[src/rtl/credit_link_pkg.sv]
`timescale 1ns/1ps
package credit_link_pkg;
  // receive buffer must cover a full round trip
  function automatic int buf_depth(input int lat);
    return 2 * lat;
  endfunction

  function automatic int count_width(input int n);
    return $clog2(n + 1);
  endfunction

  function automatic int addr_width(input int n);
    return (n > 1) ? $clog2(n) : 1;
  endfunction
endpackage

[src/rtl/cl_pipe.sv]
`timescale 1ns/1ps
// Fixed-latency wire model: STAGES register stages, zero stages is a pass-through.
module cl_pipe #(
  parameter int W      = 8,
  parameter int STAGES = 2
) (
  input  logic         clk,
  input  logic         rst,
  input  logic [W-1:0] d_in,
  output logic [W-1:0] d_out
);
  generate
    if (STAGES == 0) begin : g_wire
      assign d_out = d_in;
    end else begin : g_regs
      logic [W-1:0] stage_q [STAGES];
      always_ff @(posedge clk) begin
        if (rst) begin
          for (int i = 0; i < STAGES; i++) stage_q[i] <= '0;
        end else begin
          stage_q[0] <= d_in;
          for (int i = 1; i < STAGES; i++) stage_q[i] <= stage_q[i-1];
        end
      end
      assign d_out = stage_q[STAGES-1];
    end
  endgenerate
endmodule

[src/rtl/cl_sender.sv]
`timescale 1ns/1ps
module cl_sender #(
  parameter int DATA_W = 16,
  parameter int DEPTH  = 6,
  parameter int CW     = 3
) (
  input  logic              clk,
  input  logic              rst,
  input  logic              src_valid,
  input  logic [DATA_W-1:0] src_data,
  output logic              src_ready,
  input  logic              credit_in,
  output logic              tx_vld,
  output logic [DATA_W-1:0] tx_dat,
  output logic [CW-1:0]     credits
);
  logic [CW-1:0] credit_q;
  logic          fire;

  assign src_ready = (credit_q != '0);
  assign fire      = src_valid && src_ready;
  assign tx_vld    = fire;
  assign tx_dat    = src_data;
  assign credits   = credit_q;

  always_ff @(posedge clk) begin
    if (rst) begin
      credit_q <= CW'(DEPTH);
    end else begin
      case ({fire, credit_in})
        2'b10:   credit_q <= credit_q - 1'b1;
        2'b01:   credit_q <= credit_q + 1'b1;
        default: credit_q <= credit_q;
      endcase
    end
  end
endmodule

[src/rtl/cl_receiver.sv]
`timescale 1ns/1ps
module cl_receiver #(
  parameter int DATA_W = 16,
  parameter int DEPTH  = 6,
  parameter int CW     = 3,
  parameter int AW     = 3
) (
  input  logic              clk,
  input  logic              rst,
  input  logic              rx_vld,
  input  logic [DATA_W-1:0] rx_dat,
  output logic              dst_valid,
  output logic [DATA_W-1:0] dst_data,
  input  logic              dst_ready,
  output logic              credit_out,
  output logic [CW-1:0]     fill
);
  logic [DATA_W-1:0] mem [DEPTH];
  logic [AW-1:0]     wr_ptr, rd_ptr;
  logic [CW-1:0]     fill_q;
  logic              pop;

  assign dst_valid  = (fill_q != '0);
  assign dst_data   = mem[rd_ptr];
  assign pop        = dst_valid && dst_ready;
  assign credit_out = pop;
  assign fill       = fill_q;

  // storage without reset so a RAM can be inferred
  always_ff @(posedge clk) begin
    if (rx_vld) mem[wr_ptr] <= rx_dat;
  end

  always_ff @(posedge clk) begin
    if (rst) begin
      wr_ptr <= '0;
      rd_ptr <= '0;
      fill_q <= '0;
    end else begin
      if (rx_vld) wr_ptr <= (wr_ptr == AW'(DEPTH-1)) ? '0 : wr_ptr + 1'b1;
      if (pop)    rd_ptr <= (rd_ptr == AW'(DEPTH-1)) ? '0 : rd_ptr + 1'b1;
      case ({rx_vld, pop})
        2'b10:   fill_q <= fill_q + 1'b1;
        2'b01:   fill_q <= fill_q - 1'b1;
        default: fill_q <= fill_q;
      endcase
    end
  end
endmodule

[src/rtl/credit_link.sv]
`timescale 1ns/1ps
module credit_link
  import credit_link_pkg::*;
#(
  parameter int DATA_W = 16,
  parameter int LAT    = 3
) (
  input  logic              clk,
  input  logic              rst,
  input  logic              src_valid,
  input  logic [DATA_W-1:0] src_data,
  output logic              src_ready,
  output logic              dst_valid,
  output logic [DATA_W-1:0] dst_data,
  input  logic              dst_ready
);
  localparam int DEPTH = buf_depth(LAT);
  localparam int CW    = count_width(DEPTH);
  localparam int AW    = addr_width(DEPTH);
  // the far-end register (buffer write / credit counter) is the last cycle of each hop
  localparam int STG   = LAT - 1;

  logic              tx_vld;
  logic [DATA_W-1:0] tx_dat;
  logic              arr_vld;
  logic [DATA_W-1:0] arr_dat;
  logic              cred_send;
  logic [0:0]        cred_arr;
  logic [CW-1:0]     credit_cnt;
  logic [CW-1:0]     fill_cnt;

  cl_sender #(.DATA_W(DATA_W), .DEPTH(DEPTH), .CW(CW)) u_tx (
    .clk(clk), .rst(rst),
    .src_valid(src_valid), .src_data(src_data), .src_ready(src_ready),
    .credit_in(cred_arr[0]),
    .tx_vld(tx_vld), .tx_dat(tx_dat), .credits(credit_cnt)
  );

  cl_pipe #(.W(DATA_W+1), .STAGES(STG)) u_fwd (
    .clk(clk), .rst(rst),
    .d_in({tx_vld, tx_dat}), .d_out({arr_vld, arr_dat})
  );

  cl_receiver #(.DATA_W(DATA_W), .DEPTH(DEPTH), .CW(CW), .AW(AW)) u_rx (
    .clk(clk), .rst(rst),
    .rx_vld(arr_vld), .rx_dat(arr_dat),
    .dst_valid(dst_valid), .dst_data(dst_data), .dst_ready(dst_ready),
    .credit_out(cred_send), .fill(fill_cnt)
  );

  cl_pipe #(.W(1), .STAGES(STG)) u_back (
    .clk(clk), .rst(rst),
    .d_in(cred_send), .d_out(cred_arr)
  );
endmodule

[config.mk]
export PLATFORM = sky130hd
export DESIGN_NAME = credit_link
export DESIGN_NICKNAME = d
export VERILOG_FILES = /design/src/rtl/credit_link_pkg.sv /design/src/rtl/cl_pipe.sv /design/src/rtl/cl_sender.sv /design/src/rtl/cl_receiver.sv /design/src/rtl/credit_link.sv
export SDC_FILE = /design/constraint.sdc
export NUM_CORES = 1
export LEC_CHECK = 0
export ABC_CLOCK_PERIOD_IN_PS = 4500
export BUFFER_PORTS_ARGS = -buffer_cell sky130_fd_sc_hd__buf_4
export CORE_ASPECT_RATIO = 1.25
export CORE_MARGIN = 8
export CORE_UTILIZATION = 56
export CTS_BUF_LIST = sky130_fd_sc_hd__clkbuf_4 sky130_fd_sc_hd__clkbuf_8
export DETAILED_ROUTE_END_ITERATION = 6
export GPL_TIMING_DRIVEN = 0
export PLACE_DENSITY = 0.75
export SLEW_MARGIN = 20
export SYNTH_ARGS = -nofsm -noshare
export SYNTH_HDL_FRONTEND = slang
export SYNTH_SLANG_ARGS = --single-unit
[constraint.sdc]
create_clock -name clk -period 4.5 [get_ports clk]
set_clock_uncertainty 0.15 [all_clocks]
set_input_delay 0.675 -clock clk [delete_from_list [all_inputs] [get_ports clk]]
set_output_delay 0.675 -clock clk [all_outputs]
set_load 0.01 [all_outputs]
==> flow_summary.ini <==
[finish]
nNetsFinal = 386
drive_gt1_share_pct = 29.9
area_growth_pct = 17.3
layout.cells.most_common = edfxtp_1
fillCellCount = 667
num_antenna_cells = 0
most-common-layout-cells = 96 x edfxtp_1, 51 x dfxtp_1, 38 x buf_4

[logic_synthesis]
synth_area_leaders = edfxtp_1 54%, dfxtp_1 19%, mux4_2 6.8%, mux2_1 4.2%, nor2b_1 4.1%
synth_ff_type = edfxtp_1
syn_nets = 324
ys_types = 30
synth_area_um2 = 5320
syn_avg_cell_area_um2 = 17.7
ys_ff_latch = 147
yosysWarningCount = 0
synth_edf_count = 96
synth_top_area_cell = edfxtp_1
synth_seq_area_share_pct = 73.3
syn_inst = 300
yosysTopAreaCellShare_pct = 54.2
synthArstFlopShare_pct = 0

[cts]
cts.sinks = 147
cts_resized = 0
postCtsSetupRepairBufs = 0
htreeDepth = 4
path_clk_slew_ps = 80
hold_buffers = 0
root_buffer = clkbuf_8
cts_max_path_buffers = 2
cts_buffers = 17
clkLatencyLatePin_ps = 430
cts_tree = done

[setup_path]
crit_fanout = 10
worstSetupStartpointType = flop
cp.required_ps = 3670
r2r_start = u_tx.credits[0]
crit_type = flop to output port
crit_arrival_ps = 2170
timing.rr.end = u_tx.credits[2]
endpoint_kind = output port
rrSetupSlack_ps = 2100
worstRegToRegCells = 8

[sta]
max_freq_mhz = 334
hold_viol_final = 0
tightest_slew_ps = 809
drv_slew = 0
timing.final.crit_share_pct = 66.5
finalCriticalPeriod_ps = 2990
setup_ws_ps = 1510
setup_violations = 0
tns_ps = 0
max_slew_margin_pct = 46.0
grt_setup_unrepaired = false

[flow_run]
cap_violations = 0

[floorplanning]
core_area_um2 = 9410
dieWidth_um = 103
ios = 38
start_util_pct = 56.6
die_area_um2 = 12900
fp.dieH_um = 125
num_rows = 40

[place]
place_congestion = 0.690
dp_hpwl_mm = 6.03
dp_slack_ps = 1940
port_buffers = 36

[routing]
routed-via-count = 2672
drt-total-wl_mm = 9.27
wl_per_cell_um = 18.5
vias_per_cell = 5.33
dr.pass1.iters = 5
drc_errors = 0
drtIter0Drc = 172
drtAntennaViolNets = 0

[global_route]
grt-ovfl-total = 0
antenna_found_initial = 0
grt_pass1_vias = 2819
grt_max_degree = 17
grt.total_usage_pct = 15.8
grt_first_pass_wirelength_mm = 14.7

[power_and_ir_drop]
comb_power_share_pct = 12.1
worst_ir_drop_vdd_uv = 292
p_int_mw = 2.18
power_density_nw_per_um2 = 452
pwr-share-seq_pct = 53.3
power.total_mw = 2.82
leakage_nw = 2.22
power_switching_uw = 643
clock_power_share_pct = 34.6
p_sw_share_pct = 22.8

[hold_path]
holdCritStartpoint = u_fwd.g_regs.stage_q[0][3]
hold_depth = 1
hold_end = u_fwd.g_regs.stage_q[0][20]
hp-class = flop to flop

[run_status]
status = completed
==> power by group through the flow <==
stage	Combinational (mW)	Sequential (mW)	Clock, mW
after detailed placement	0.349	1.53	0
after floorplan	0.230	1.53	0
after CTS	0.351	1.50	0.994
final	0.342	1.50	0.975
after global routing	0.376	1.51	1.04
after global placement	0.341	1.53	0
==> kinds of logic (layout without fill, tap and decap cells) <==
kind of cell             count (synthesis)  in the layout  synth area share (%)
buffers and inverters                   20             95                  2.09
XOR/XNOR                                 5              5                 0.823
adder cells (fa/ha/maj)                  4              4                  1.22
AND/OR/NAND/NOR                         64             64                  6.96
AO/OA/AOI/OAI                           12             12                  1.32
flip-flops                             147            147                  73.3
multiplexers                            48             48                  14.2
==> metal layers <==
| metal | track usage, % | vias up | wire length, um |
|---|---|---|---|
| met5 | 0 | - | 0 |
| met1 | 18.0 | 1340 | 3810 |
| met3 | 5.44 | 14 | 408 |
| li1 | - | 1232 | - |
| met2 | 26.6 | 86 | 4910 |
| met4 | 5.89 | 0 | 133 |
==> cell type report <==
type	count	area (um2)	area share, %
Buffer	13	85.1	1.36
Inverter	7	26.3	0.421
Sequential cell	147	3900	62.5
Clock inverter	12	114	1.82
Tap cell	126	158	2.52
Multi-Input combinational cell	133	1340	21.4
Timing Repair Buffer	43	353	5.65
Clock buffer	20	269	4.31
==> flip-flops by register name, indices dropped and copies added, names as in the netlist, named ones only <==
register,count
u_rx.wr_ptr,3
u_rx.mem,96
u_fwd.g_regs.stage_q,34
u_back.g_regs.stage_q,2
u_tx.credits,3
u_rx.rd_ptr,3
u_rx.fill,3
==> critical path: stages, from the launching register on <==
cell	delay, ps
dfxtp_1	310
clkbuf_2	220
buf_1	600
mux4_2	440
buf_4	170
==> through the flow <==
step	cells	hold slack, ps	cell area (um2)	util, %
detailed placement	469	275	5860	62.3
global placement	462	268	5750	61.1
finish	501	284	6250	66.4
CTS	501	265	6250	66.4
global route	501	275	6250	66.4
floorplan	300	264	5320	-
==> cell usage after synthesis, drive strengths merged (4+ instances only) <==
cell type	count
edfxtp	96
nor2b	35
nand2	6
dfxtp	51
buf	6
mux2	32
inv	7
or3	4
nor2	10
mux4	16
xor2	5
a21oi	7
clkbuf	7
==> how the worst max path moves through the flow <==
stage	startpoint	endpoint
5_1_grt	flop	dst_data[14]
6_report	flop	dst_data[14]
4_1_cts	flop	dst_data[14]
3_5_place_dp	flop	dst_data[14]
3_3_place_gp	u_rx.wr_ptr[0]	u_rx.mem[1][10]
2_1_floorplan	u_rx.wr_ptr[0]	u_rx.mem[1][0]
No activity file was read; power rests on OpenSTA's default activity.
